$ cat config.mk
export PLATFORM = sky130hd
export DESIGN_NAME = pmul8x16
export DESIGN_NICKNAME = d
export VERILOG_FILES = /design/src/rtl/pmul_pkg.sv /design/src/rtl/pmul_lane.sv /design/src/rtl/pmul_route.sv /design/src/rtl/pmul_place.sv /design/src/rtl/pmul8x16.sv
export SDC_FILE = /design/constraint.sdc
export NUM_CORES = 1
export LEC_CHECK = 0
export BUFFER_PORTS_ARGS = -buffer_cell sky130_fd_sc_hd__buf_2
export CORE_MARGIN = 8
export CORE_UTILIZATION = 30
export CTS_BUF_LIST = sky130_fd_sc_hd__clkbuf_16
export CTS_CLUSTER_SIZE = 28
export DETAILED_ROUTE_END_ITERATION = 12
export PLACE_DENSITY_LB_ADDON = 0.15
export SETUP_SLACK_MARGIN = 0.3
export SLEW_MARGIN = 25
export SYNTH_ARGS = -nofsm -noshare
export SYNTH_HDL_FRONTEND = slang
export SYNTH_SLANG_ARGS = --single-unit
$ cat constraint.sdc
create_clock -name clk -period 1.26 [get_ports clk]
set_clock_uncertainty 0.2 [all_clocks]
set_input_delay 0.189 -clock clk [delete_from_list [all_inputs] [get_ports clk]]
set_output_delay 0.189 -clock clk [all_outputs]
set_load 0.01 [all_outputs]
$ cat src/rtl/pmul_pkg.sv
package pmul_pkg;
   typedef enum logic [2:0] {
      PM_PLAIN  = 3'd0,
      PM_BC_HI  = 3'd1,
      PM_BC_LO  = 3'd2,
      PM_SEL_HI = 3'd3,
      PM_SEL_LO = 3'd4,
      PM_DBL_HI = 3'd5,
      PM_DBL_LO = 3'd6,
      PM_RSVD   = 3'd7
   } pmul_mode_e;
endpackage

$ cat src/rtl/pmul_lane.sv
// One lane: unsigned U_W-bit factor times signed S_W-bit factor,
// keeps the S_W bits just above the low U_W bits, rounded half-up.
module pmul_lane #(
   parameter int U_W = 8,
   parameter int S_W = 16
) (
   input  logic [U_W-1:0] u_in,
   input  logic [S_W-1:0] s_in,
   output logic [S_W-1:0] q_out
);
   localparam int P_W = U_W + S_W;

   logic [P_W-1:0] u_ext;
   logic [P_W-1:0] s_ext;
   logic [S_W:0]   top_bits;

   assign u_ext    = {{S_W{1'b0}}, u_in};
   assign s_ext    = {{U_W{s_in[S_W-1]}}, s_in};
   // product modulo 2^P_W, shifted so bit 0 is the rounding bit
   assign top_bits = (S_W+1)'((u_ext * s_ext) >> (U_W - 1));
   assign q_out    = top_bits[S_W:1] + S_W'(top_bits[0]);
endmodule

$ cat src/rtl/pmul_route.sv
// Operand steering: picks each lane's byte and 16-bit factor by mode.
module pmul_route
   import pmul_pkg::*;
#(
   parameter int LANE_N = 4,
   parameter int U_W    = 8,
   parameter int S_W    = 16,
   localparam int DATA_W = LANE_N * S_W
) (
   input  pmul_mode_e              mode,
   input  logic [DATA_W-1:0]       a,
   input  logic [DATA_W-1:0]       b,
   output logic [LANE_N*U_W-1:0]   u_flat,
   output logic [LANE_N*S_W-1:0]   s_flat
);
   for (genvar i = 0; i < LANE_N; i++) begin : g_lane
      always_comb begin
         unique case (mode)
            PM_PLAIN, PM_BC_HI, PM_BC_LO: u_flat[i*U_W +: U_W] = a[i*U_W +: U_W];
            PM_SEL_HI, PM_DBL_HI:         u_flat[i*U_W +: U_W] = a[i*S_W + U_W +: U_W];
            PM_SEL_LO, PM_DBL_LO:         u_flat[i*U_W +: U_W] = a[i*S_W +: U_W];
            default:                      u_flat[i*U_W +: U_W] = '0;
         endcase
         unique case (mode)
            PM_BC_HI: s_flat[i*S_W +: S_W] = b[S_W +: S_W];
            PM_BC_LO: s_flat[i*S_W +: S_W] = b[0 +: S_W];
            PM_RSVD:  s_flat[i*S_W +: S_W] = '0;
            default:  s_flat[i*S_W +: S_W] = b[i*S_W +: S_W];
         endcase
      end
   end
endmodule

$ cat src/rtl/pmul_place.sv
// Result packing: dense lanes, or half the lanes on double-width slots.
module pmul_place
   import pmul_pkg::*;
#(
   parameter int LANE_N = 4,
   parameter int U_W    = 8,
   parameter int S_W    = 16,
   localparam int DATA_W = LANE_N * S_W,
   localparam int HALF_N = LANE_N / 2,
   localparam int SLOT_W = 2 * S_W,
   localparam int OFFS   = U_W - 1
) (
   input  pmul_mode_e          mode,
   input  logic [DATA_W-1:0]   q_flat,
   output logic [DATA_W-1:0]   packed_o
);
   always_comb begin
      packed_o = '0;
      unique case (mode)
         PM_DBL_HI, PM_DBL_LO: begin
            for (int j = 0; j < HALF_N; j++)
               packed_o[j*SLOT_W + OFFS +: S_W] = q_flat[j*S_W +: S_W];
         end
         PM_RSVD: packed_o = '0;
         default: packed_o = q_flat;
      endcase
   end
endmodule

$ cat src/rtl/pmul8x16.sv
module pmul8x16
   import pmul_pkg::*;
#(
   parameter int LANE_N = 4,
   parameter int U_W    = 8,
   parameter int S_W    = 16,
   localparam int DATA_W = LANE_N * S_W
) (
   input  logic              clk,
   input  logic              rst_n,
   input  logic              in_valid,
   input  logic [2:0]        mode,
   input  logic [DATA_W-1:0] a,
   input  logic [DATA_W-1:0] b,
   output logic              out_valid,
   output logic [DATA_W-1:0] result
);
   localparam int SLOT_W = 2 * S_W;

   if (S_W != 2 * U_W) begin : g_chk_w
      $error("pmul8x16: S_W must be twice U_W");
   end
   if (LANE_N < 2 || (LANE_N % 2) != 0) begin : g_chk_n
      $error("pmul8x16: LANE_N must be even and at least 2");
   end

   function automatic logic [DATA_W-1:0] dbl_mask();
      logic [DATA_W-1:0] m = '0;
      for (int j = 0; j < LANE_N / 2; j++)
         m[j*SLOT_W + U_W - 1 +: S_W] = '1;
      return m;
   endfunction
   localparam logic [DATA_W-1:0] DBL_MASK = dbl_mask();

   pmul_mode_e               mode_e;
   logic [LANE_N*U_W-1:0]    u_flat;
   logic [LANE_N*S_W-1:0]    s_flat;
   logic [DATA_W-1:0]        q_flat;
   logic [DATA_W-1:0]        packed_w;

   assign mode_e = pmul_mode_e'(mode);

   pmul_route #(.LANE_N(LANE_N), .U_W(U_W), .S_W(S_W)) u_route (
      .mode(mode_e), .a(a), .b(b), .u_flat(u_flat), .s_flat(s_flat)
   );

   for (genvar i = 0; i < LANE_N; i++) begin : g_mul
      pmul_lane #(.U_W(U_W), .S_W(S_W)) u_lane (
         .u_in (u_flat[i*U_W +: U_W]),
         .s_in (s_flat[i*S_W +: S_W]),
         .q_out(q_flat[i*S_W +: S_W])
      );
   end

   pmul_place #(.LANE_N(LANE_N), .U_W(U_W), .S_W(S_W)) u_place (
      .mode(mode_e), .q_flat(q_flat), .packed_o(packed_w)
   );

   always_ff @(posedge clk or negedge rst_n) begin
      if (!rst_n) begin
         out_valid <= 1'b0;
         result    <= '0;
      end else begin
         out_valid <= in_valid;
         if (in_valid) result <= packed_w;
      end
   end

   AST_VALID_FOLLOWS: assert property (@(posedge clk) disable iff (!rst_n)
      in_valid |=> out_valid);
   AST_VALID_DROPS: assert property (@(posedge clk) disable iff (!rst_n)
      !in_valid |=> !out_valid);
   AST_IDLE_HOLD: assert property (@(posedge clk) disable iff (!rst_n)
      !in_valid |=> $stable(result));
   AST_DBL_GAPS_ZERO: assert property (@(posedge clk) disable iff (!rst_n)
      (in_valid && (mode == 3'd5 || mode == 3'd6)) |=> ((result & ~DBL_MASK) == '0));
   AST_RSVD_ZERO: assert property (@(posedge clk) disable iff (!rst_n)
      (in_valid && mode == 3'd7) |=> (result == '0));
endmodule

After elaboration in Yosys (flattened, before gate mapping)

Cells that the tools add are included.

$mul: 4
Eq/ne operators: 7
Reduce and logical (&&, ||, !) cells: 7
Add/sub/neg operators: 4
Multiplexer cells: 13

Operators with widths:

| operator                                      | number |
|---|---|
| case mux 16 bit (2 select lines)              | 4 |
| multiplier 9 x 16 -> 24 bit                   | 4 |
| case mux 16 bit (3 select lines)              | 2 |
| case mux 8 bit (3 select lines)               | 3 |
| adder 16 x 1 -> 16 bit                        | 4 |
| two-way mux 16 bit                            | 1 |
| case mux 8 bit (2 select lines)               | 1 |
| == test 3 bit, second input constant          | 4 |
| two-way mux 9 bit                             | 1 |
| two-way mux 7 bit                             | 1 |
| == test 3 x 2 -> 1 bit, second input constant | 2 |
| OR reduction 2 bit                            | 3 |
| OR reduction 3 bit                            | 2 |
| OR reduction 5 bit                            | 1 |
| == test 3 x 1 -> 1 bit, second input constant | 1 |
| logical NOT 3 bit                             | 1 |

Output and inout bits: 65
Bits of input ports: 134
Register bits after elaboration: 65

Longest topological paths before layout

Gate-level depths: netlist of the first run.

Word-level depth: 6
Depth in mapped cells: 33
Mapped depth without buffers: 29

By module

Synthesis of the first run repeated with hierarchy kept, for this count alone.

Cell total of the unflattened synthesis: 3034
Area total of the unflattened synthesis: 25759.7 µm²

Modules (own cells, without submodules):

| module                       | area each (µm²) | cells each | instances |
|---|---|---|---|
| pmul_lane at g_mul[2].u_lane | 4909.7          | 593        | 1 |
| pmul_lane at g_mul[0].u_lane | 4805.9          | 574        | 1 |
| pmul_lane at g_mul[1].u_lane | 4780.8          | 574        | 1 |
| pmul_lane at g_mul[3].u_lane | 4662.0          | 550        | 1 |
| pmul_route                   | 2905.3          | 436        | 1 |
| pmul8x16                     | 2703.8          | 136        | 1 |
| pmul_place                   | 992.2           | 171        | 1 |

Worst setup path before layout of the first run

Ideal clock, no wire load.

Path type: input to register
Start point: input mode[1]
End point: register result[22]
Setup slack: -6.089 ns
Stages on the path: 30
Arrival time: 7.067 ns
Cell sequence: buf_6 > buf_4 > clkbuf_1 > clkbuf_1 > buf_1 > a22oi_1 > nor2_1 > a21o_1 > nand2_1 > fa_1 > inv_1 > fa_1 > fa_1 > inv_1 > fa_1 > inv_1 > ha_1 > clkbuf_1 > and3_1 > a2111oi_0 > nor3_1 > or3_1 > nand4_1 > a311oi_1 > nand4_1 > nor4b_4 > xnor2_1 > a21oi_1 > a2111o_1 > a31oi_1

Longest elaborated chain between the ends: 6
Elaborated cells between the ends (all ways): 22
Classes of those cells: 2 x add/sub; 2 x mul; 7 x eq/ne; 5 x mux; 6 x reduce/logical

Ends and longest elaborated chain:

| what                                                                                      | RTL line         | text |
|---|---|---|
| from (decl)                                                                               | pmul8x16.sv:12   | `input logic [2:0] mode,` |
| == test 3 bit, or another cell as far along                                               | pmul_route.sv:18 | `unique case (mode)` |
| OR reduction 5 bit (no source line), or another cell as far along                         | -                |  |
| case mux 8 bit (2 select lines) / case mux 8 bit (3 select lines) (equally long branches) | pmul_route.sv:18 |  |
| multiplier 9 x 16 -> 24 bit                                                               | pmul_lane.sv:20  | `assign top_bits = (S_W+1)'((u_ext * s_ext) >> (U_W - 1));` |
| adder 16 x 1 -> 16 bit                                                                    | pmul_lane.sv:21  | `assign q_out = top_bits[S_W:1] + S_W'(top_bits[0]);` |
| case mux 16 bit (2 select lines) *                                                        | pmul_place.sv:19 | `unique case (mode)` |
| to (signal assigned)                                                                      | pmul8x16.sv:65   | `if (in_valid) result <= packed_w;` |
| to (decl)                                                                                 | pmul8x16.sv:16   | `output logic [DATA_W-1:0] result` |

Every way passes the cells marked *; elsewhere a longest branch is shown, timed or not.
A chain may end at the register's enable or synchronous reset.

Worst setup path after layout of the first run

Start point: input mode[0]
End point: register result[50]

Longest elaborated chain between the ends: 6
Elaborated cells between the ends (all ways): 21
Classes of those cells: 2 x add/sub; 2 x mul; 7 x eq/ne; 5 x mux; 5 x reduce/logical

Ends and longest elaborated chain:

| what                                                            | RTL line |
|---|---|
| == test 3 x 1 -> 1 bit, or another cell as far along            | pmul_route.sv:18, pmul_route.sv:24 |
| OR reduction 3 bit / OR reduction 2 bit (equally long branches) | pmul_route.sv:18 |
| case mux 8 bit (3 select lines)                                 | pmul_route.sv:18 |
| multiplier 9 x 16 -> 24 bit                                     | pmul_lane.sv:20 |
| adder 16 x 1 -> 16 bit                                          | pmul_lane.sv:21 |
| case mux 16 bit (2 select lines) *                              | pmul_place.sv:19 |

Marked as above.

==> results of run 1 <==
what timing repair did:
item                                    4_1_cts  5_1_grt
hold buffers                                  1        0
cloned                                        6        2
resized for setup                           257      331
setup buffers                                75       64
endpoints found under the setup margin      129      129
hold endpoints to repair                     65        0
pin swaps                                   128      190
synth_stat cells, types with 32 or more instances:
cell	count
inv_1	587
dfrtp_1	65
nand2b_1	59
fa_1	396
a22oi_1	44
xor2_1	32
a21o_1	60
xnor2_1	94
nand3_1	53
o21ai_0	66
clkbuf_1	99
nand2_1	393
nor2_1	385
a21oi_1	155
ha_1	180
routing by layer:
metal	vias to the layer above	global-route usage (%)
li1	12080	-
met1	12195	30.3
met2	523	33.6
met3	93	1.90
met4	0	4.87
met5	-	0
worst max-delay path: cells and delay by family:
family                     cells  cell delay [ns]
buffers and inverters         10             1.12
xor gates and xnor gates       2             0.33
AOI/OAI and AO/OA              7             1.25
and+or+nand+nor                7             1.31
adders and majority gates      5             2.37
cells by family (layout without fill, tap and decap cells):
family,Yosys count,after routing,synth area share (%)
compound gates,554,554,15.7
xor+xnor,129,129,4.79
fa+ha+maj,576,576,41.9
buf+inv,712,1784,11.2
flops,65,65,6.70
mux,8,8,0.340
other cells,0,1,0
simple gates,1062,1064,19.4
worst max path at each step:
stage,start,to,slack (ns),depth (start not counted)
floorplan,mode[1],result[22],-5.26,30
global placement,mode[1],result[45],-6.09,29
detailed placement,mode[1],result[46],-6.16,28
CTS,mode[0],result[62],-5.29,28
global route,mode[0],result[29],-5.54,30
finish,mode[0],result[50],-5.28,31
registers in the layout (all words and copies together), names as in the netlist:
name and count:
out_valid 1, result 64
layout by cell type, fill, tap and decap left out, types with 44 or more instances in the layout:
master / n
nand2_1: 358
buf_6: 98
a21oi_1: 95
buf_2: 171
fa_1: 380
inv_1: 557
nor2_1: 349
nand3_1: 45
ha_1: 138
buf_4: 854
a21oi_2: 48
buf_12: 44
a21o_1: 53
dfrtp_1: 65
xnor2_1: 59
nand2b_1: 45
layout make-up:
type	instances	area [um^2]
Antenna cell	1	2.50
Clock buffer	9	225
Fill cell	7987	42300
Timing Repair Buffer	1178	9490
Sequential cell	65	1630
Tap cell	1060	1330
Multi-Input combinational cell	2331	23000
Inverter	590	2240
Clock inverter	7	72.6
through the flow:
step	setup WS (ns)	std cells	hold slack [ns]	util, %	TNS (ns)
5_1_grt	-5.54	5241	0.0278	47.3	-332.71
4_1_cts	-5.29	5174	0.0182	44.6	-318.32
3_5_place_dp	-6.16	5076	0.00350	41.8	-360.71
6_report	-5.28	5241	0.0274	47.3	-316.91
3_3_place_gp	-6.09	5076	0.0212	41.8	-357.42
2_1_floorplan	-5.26	3106	-0.307	-	-297.57
==> summary.txt, run 1 <==
Status = finished with violations
Failing checks = setup timing
Crit-path slowest cell = fa_1
Hold Startpoint = in_valid
Startpoint types = input port
Core outline area = 80300 um^2
Register area share after synthesis = 6.70%
Wirelength, routed = 96.9 mm
Die width = 301 um
Synthesis-to-finish area growth = 56.3%
First-pass GRT wire length = 149 mm
GR Overflow Total = 0
Via Count = 24891
Post-route ant nets = 0
Metal-1 WL = 46.8 mm
Setup ws final = -5.28 ns
Register-to-Register Path Depth = 1
Maximum clock rate = 153 MHz
Most used cell, CP = fa_1
Met2 WL post-DR = 43.0 mm
Hold WC Path Type = in -> reg
GRT Util Overall = 20.9%
WL met3 = 4.16 mm
Final instance area = 38000 um^2
Die Y = 301 um
RR Startpoint = result[62]
CTS Buf Count = 9
Post-synth top flop = dfrtp_1
Clk_lat worst skew = 0.34 ns
Synth top area share = 32.6%
Crit share post-route = 519%
Worst rel slew slack = 54.6%
Io pins = 199
Vias per cell = 4.75
Hold EP = result[12]
DRT Pass-1 Iters = 5
Share of cells above drive strength 1 = 40.8%
Netlist Area Pre-Place = 24300 um^2
Antenna violations before repair = 1
RSZ-0062 raised after global routing = yes
Crit end category = flop
Cell taking the most area after synthesis = fa_1
YS warnings = 0
Largest net degree at the start of global routing = 40
Worst hold path cell count = 3
Final hold vios = 0
Final period demand of the worst path = 6.54 ns
CP max stage delay = 0.56 ns
Detailed placement HPWL = 84.6 mm
WP data arrival = 6.57 ns
Critical-path maximum fanout = 7
Worst path required time = 1.29 ns
Drt drc = 0
Post-Synthesis Cells = 3106
Vias in the first global route = 25738
Starting Density = 30.2%
Placement Cell Area = 33600 um^2
I/O Buffers = 198
Synth area leaders = fa_1, ha_1, inv_1, dfrtp_1, nand2_1
Number of max-cap violations = 0
Reg2reg setup slack = 0.19 ns
Clock Tree Buf Depth = 2
Asr flop ratio synth = 100%
Reg-to-reg endpoint = result[62]
Routed wire per std cell = 18.5 um
Worst slew pin tran = 0.681 ns
Syn Area/Cell = 7.82 um^2
CTS root buf = clkbuf_16
Distinct cells, synth = 95
CTS clock-pin slew for the worst setup and hold paths = 0.06 ns
Register bit count reported by yosys = 65
# setup viols final = 105
CTS tree = yes
Post-synth net total = 3816
Nets = 4885
Setup Crit Path Kind = in -> reg
Die area = 90300 um^2
Final Max Tran Viols = 0
H-tree levels = 3
GPL Wtd Cong = 0.896
Sink Count = 65
DRT iter0 DRCs = 1536
FP Rows = 104
Top sig layer = met4
Count of flip-flops with a built-in enable after synthesis = 0
Power of run 1 is left out: the tool's default activity adds up to more than one toggle a clock period on the data nets, which glitch-free logic cannot reach.
==> run 2: changes to the inputs <==
- CORE_MARGIN: 8 -> 1
- CORE_UTILIZATION: 30 -> 47
==> run 2 against run 1 <==
  * The run still ends with setup timing left
  * Setup slack got worse by 0.035 ns
  * First-iteration DRC count up 21%
  * Worst hold slack worse by 0.0011 ns
  * Non-clock buffer count shrank 28
  * Via count up 5.7%
  * Final cell count is 7.9% lower
  * Critical endpoint is now result[46]
  * Clock-buffer cell count unchanged
  * Flip-flop and latch count did not move
  * Sequential share of layout area rose by 0.072 points
  * Global-route usage increased by 16 points
==> summary.txt, run 2 (synthesized netlist as in run 1, its figures left out) <==
Io pins = 199
Hold WC Path Type = in -> async
Critical path's top delay family = adder cells
Largest net degree at the start of global routing = 41
Grt met1 use = 49.4%
Via Count = 26305
Fillers = 3862
CTS root buf = clkbuf_16
Vias per cell = 5.45
Die area = 52600 um^2
Worst rel slew slack = 45.0%
GRT Util Overall = 36.5%
I/O Buffers = 198
Starting Density = 48.0%
Post-route ant nets = 0
Status = finished with violations
WP data arrival = 6.59 ns
RR Startpoint = result[62]
CP max stage delay = 0.51 ns
DRT iter0 DRCs = 1864
Final period demand of the worst path = 6.58 ns
Number of flip-flops under the largest register name = 64
Sink Count = 65
CTS Buf Count = 9
GPL Wtd Cong = 1.01
Vias in the first global route = 27265
M2 GR Usage = 59.9%
Reg-to-reg endpoint = result[62]
Reg2reg setup slack = 0.21 ns
Most frequent cells in the layout = buf_4, inv_1, fa_1
Failing checks = setup timing
Util after Layout = 73.8%
Most Crowded Layer GR = met2
CTS tree = yes
Setup Crit Path Kind = in -> reg
H-tree levels = 3
Wirelength, routed = 97.1 mm
Drt drc = 0
Core outline area = 50600 um^2
Clock Tree Buf Depth = 2
WP buf/inv = 8
Critical-path maximum fanout = 8
Biggest regs = result (64), out_valid (1)
Die width = 229 um
Number of max-cap violations = 0
# setup viols final = 85
Maximum clock rate = 152 MHz
Share of cells above drive strength 1 = 40.3%
Crit end category = flop
Startpoint types = input port
Final hold vios = 0
RSZ-0062 raised after global routing = yes
Die Y = 229 um
Antenna violations before repair = 7
Synthesis-to-finish area growth = 53.7%
Register-to-Register Path Depth = 1
Final Max Tran Viols = 0
First-pass GRT wire length = 149 mm
Largest reg by FF count = result
Worst path required time = 1.27 ns
CTS clock-pin slew for the worst setup and hold paths = 0.06 ns
Detailed placement HPWL = 79.3 mm
Setup ws final = -5.32 ns
Clk_lat worst skew = 0.33 ns
Crit share post-route = 522%
Routed wire per std cell = 20.1 um
Worst slew pin tran = 0.820 ns
DRT Pass-1 Iters = 6
Final instance area = 37300 um^2
Placement Cell Area = 32600 um^2
FP Rows = 82
Nets = 4859
Crit-path slowest cell = fa_1
Commonest non-fill, non-tap cell in the layout = buf_4
GR Overflow Total = 0
GRT met3 Usage = 4.63%
-- run 2: what timing repair did --
item,in CTS,in global routing
endpoints found under the hold margin,65,0
buffers inserted,112,48
hold buffers,1,0
pin swaps,158,205
cloned,11,3
setup endpoints to repair,129,129
gates resized for setup,379,251
-- run 2: routing by layer --
metal	share of wire (%)	vias up	routed length, um
li1	-	12033	-
met5	0.014	-	14
met1	42	13122	41000
met2	46	957	44900
met3	6.9	191	6660
met4	4.6	2	4440
-- run 2: stage by stage --
stage / instances / setup TNS (ns) / hold slack (ns) / setup WS, ns
2_1_floorplan: 3106 / -297.57 / -0.307 / -5.26
3_3_place_gp: 4635 / -343.59 / -0.165 / -5.74
3_5_place_dp: 4635 / -349.37 / -0.164 / -5.81
4_1_cts: 4775 / -309.52 / 0.0172 / -5.19
5_1_grt: 4826 / -328.50 / 0.0272 / -5.48
6_report: 4829 / -317.71 / 0.0263 / -5.32
-- run 2: cell type report --
class                           instances  area, um^2  area share (%)
Sequential cell                        65        1630            4.36
Antenna cell                            3        7.51          0.0201
Multi-Input combinational cell       2333       23100            61.8
Clock buffer                            9         225           0.603
Timing Repair Buffer                 1150        9300            24.9
Inverter                              590        2220            5.95
Tap cell                              672         841            2.25
Clock inverter                          7        45.0           0.121
-- run 2: worst max-delay path by stage --
stage / start / end / cells after the start
final: mode[1] / result[46] / 28
after global routing: mode[1] / result[62] / 25
after detailed placement: mode[0] / result[46] / 27
after floorplan: mode[1] / result[22] / 30
after CTS: mode[0] / result[29] / 28
after global placement: mode[0] / result[62] / 28
Power of run 2 is left out for the same reason.
==> run 3: changes to the inputs <==
- CORE_MARGIN: 1 -> 3
- CORE_UTILIZATION: 47 -> 64
==> run 3 against run 2 <==
  * The run now fails in 5_1_grt
  * Synthesized cell count unchanged
  * Area after synthesis unchanged
==> summary.txt, run 3 <==
Count of flip-flops with a built-in enable after synthesis = 0
Largest family of logic cells by synthesized area = adder cells
Die width = 201 um
Starting Density = 65.7%
Multiplexer share of the synthesized area = 0.340%
Synth top area share = 32.6%
Post-Synthesis Cells = 3106
Detailed placement HPWL = 80.1 mm
Status = aborted with a tool error
Asr flop ratio synth = 100%
First error = [ERROR GRT-0116] Global routing finished with congestion. Check the congestion regions in the DRC Viewer.
I/O Buffers = 198
Post-synth top flop = dfrtp_1
Largest net degree at the start of global routing = 38
Cell taking the most area after synthesis = fa_1
Most instantiated cells after synthesis = inv_1, fa_1, nand2_1, nor2_1, ha_1
YS warnings = 0
Exit stage = 5_1_grt
Synth Area in Compound Gates = 15.7%
Sink Count = 65
First-pass GRT wire length = 245 mm
Clock Tree Buf Depth = 2
Post-synth net total = 3816
Netlist Area Pre-Place = 24300 um^2
GPL Wtd Cong = 1.10
Simple-Gate Fraction of Synth Area = 19.4%
Die Y = 201 um
GR Overflow Total = 300
Syn Area/Cell = 7.82 um^2
Register area share after synthesis = 6.70%
GRT Util Overall = 78.3%
Register bit count reported by yosys = 65
Distinct cells, synth = 95
Io pins = 199
Vias in the first global route = 39633
CTS root buf = clkbuf_16
CTS Buf Count = 9
Adder-Cell Fraction of Synth Area = 41.9%
FP Rows = 70
H-tree levels = 3
Post-synthesis xor/xnor area fraction = 4.79%
Synth area leaders = fa_1, ha_1, inv_1, dfrtp_1, nand2_1
Cell with the most instances after synthesis = inv_1
[run 3: cell counts after synthesis]
No cell type changed its count.
[run 3: metrics by stage]
stage / setup TNS (ns) / cells / util [%] / setup slack [ns] / cell area [um^2]
CTS: -309.87 / 4566 / 94.1 / -5.12 / 34800
detailed placement: -348.71 / 4477 / 87.6 / -5.85 / 32400
global placement: -336.38 / 4477 / 87.6 / -5.57 / 32400
floorplan: -297.57 / 3106 / - / -5.26 / 25600
[run 3: logic make-up after synthesis]
kind of cell,after synthesis
compound gates,554
xor+xnor,129
fa+ha+maj,576
buf+inv,712
flops,65
mux,8
simple gates,1062
[run 3: routing by layer]
metal  global-route usage (%)  overflow
met4                     81.6       124
met2                     96.5       165
met3                     64.3         7
met1                     75.0         3
met5                     25.7         1
[run 3: repair_timing]
| action | CTS |
|---|---|
| setup buffers | 61 |
| endpoints found under the setup margin | 129 |
| resized for setup | 285 |
| pin swaps | 110 |
| endpoints found under the hold margin | 67 |
| hold buffers | 1 |
| cloned | 11 |
==> run 4: changes to the inputs <==
- CORE_UTILIZATION: 64 -> 40
- CTS_BUF_LIST: sky130_fd_sc_hd__clkbuf_16 -> unset
- CTS_CLUSTER_SIZE: 28 -> unset
- SETUP_SLACK_MARGIN: 0.3 -> unset
==> run 4 against run 3 <==
  * The flow now finishes, with violations (setup timing)
==> summary.txt, run 4 (synthesized netlist as in run 1, its figures left out) <==
Nets = 4787
Critical path's top delay family = adder cells
Most frequent cells in the layout = buf_4, inv_1, fa_1
DRT iter0 DRCs = 1702
Vias in the first global route = 27011
Io pins = 199
Status = finished with violations
Via Count = 25659
Failing checks = setup timing
CTS Buf Count = 9
Synthesis-to-finish area growth = 48.9%
Share of cells above drive strength 1 = 37.6%
Drt drc = 0
Die Y = 252 um
Largest net degree at the start of global routing = 38
FP Rows = 89
Crit share post-route = 514%
Fillers = 5288
Sink Count = 65
CTS root buf = clkbuf_16
Worst rel slew slack = 52.0%
Largest reg by FF count = result
Post-route insts no fill = 4856
Setup ws final = -5.22 ns
Placed cell count = 4738
Clock Tree Buf Depth = 2
CTS clock-pin slew for the worst setup and hold paths = 0.06 ns
Multi-input combinational cell area = 22500 um^2
Critical-path maximum fanout = 8
Maximum clock rate = 154 MHz
Commonest non-fill, non-tap cell in the layout = buf_4
CP max stage delay = 0.59 ns
Crit-path slowest cell = or4b_4
Final period demand of the worst path = 6.48 ns
H-tree levels = 3
Storage cell area = 1630 um^2
Startpoint types = input port
Clk_lat worst skew = 0.33 ns
Hold WC Path Type = in -> async
First-pass GRT wire length = 152 mm
GRT Util Overall = 30.8%
Detailed placement HPWL = 82.6 mm
Worst slew pin tran = 0.715 ns
CTS tree = yes
Worst path required time = 1.27 ns
Util after Layout = 60.7%
Critical path depth = 28
DRT Pass-1 Iters = 5
Biggest regs = result (64), out_valid (1)
RSZ-0062 raised after global routing = yes
WP data arrival = 6.48 ns
Antenna violations before repair = 1
I/O Buffers = 198
Routed wire per std cell = 20.0 um
GPL Wtd Cong = 0.960
Final Max Tran Viols = 0
Vias per cell = 5.28
Number of flip-flops under the largest register name = 64
Crit end category = flop
# setup viols final = 83
Starting Density = 40.8%
GR Overflow Total = 0
Setup Crit Path Kind = in -> reg
Register-to-Register Path Depth = 1
Core outline area = 59600 um^2
Final hold vios = 0
Die width = 252 um
Wirelength, routed = 97.3 mm
Post-route ant nets = 0
Number of max-cap violations = 0
Die area = 63700 um^2
WP buf/inv = 10
-- run 4: path summary, 6_finish.rpt --
kind / from / to / slack [ns]
max: mode[0] / result[62] / -5.22
min: rst_n / result[12] / 0.09
max reg2reg: result[40] / result[40] / 0.20
min reg2reg: result[25] / result[25] / 0.28
max in group asynchronous: rst_n / result[18] / 0.29
min in group clk: in_valid / result[17] / 0.15
-- run 4: through the flow --
stage | instance area, um^2 | hold slack (ns) | TNS, ns | worst slack (ns)
6_report | 36200 | 0.0931 | -310.95 | -5.22
5_1_grt | 36200 | 0.109 | -325.84 | -5.44
4_1_cts | 35300 | 0.0980 | -309.17 | -5.17
3_5_place_dp | 32800 | -0.0918 | -353.96 | -5.87
3_3_place_gp | 32800 | -0.0931 | -347.93 | -5.79
2_1_floorplan | 25600 | -0.307 | -297.57 | -5.26
-- run 4: layout make-up --
| class | instances | area share (%) |
|---|---|---|
| diodes | 1 | 0.00692 |
| clock buffers | 10 | 0.661 |
| clock inverters | 6 | 0.118 |
| inverters | 590 | 6.16 |
| multi-input cells | 2332 | 62.3 |
| flip-flops and latches | 65 | 4.50 |
| well taps | 773 | 2.67 |
| repair buffers | 1079 | 23.6 |
-- run 4: what timing repair did --
action | CTS | global route
hold buffers | 2 | 0
gates resized for setup | 294 | 169
gates cloned | 10 | 0
pin swaps | 97 | 80
setup buffers | 70 | 24
setup endpoints to repair | 100 | 126
endpoints found under the hold margin | 66 | 0
-- run 4: routing by layer --
layer / GRT usage, % / wire length (um) / vias to the layer above / share of wire [%]
li1: - / - / 11908 / -
met1: 42.3 / 42900 / 12719 / 44
met2: 49.2 / 43800 / 868 / 45
met3: 5.03 / 6600 / 162 / 6.8
met4: 11.0 / 4000 / 2 / 4.1
met5: 0 / 11 / - / 0.011
Power of run 4 is left out for the same reason.
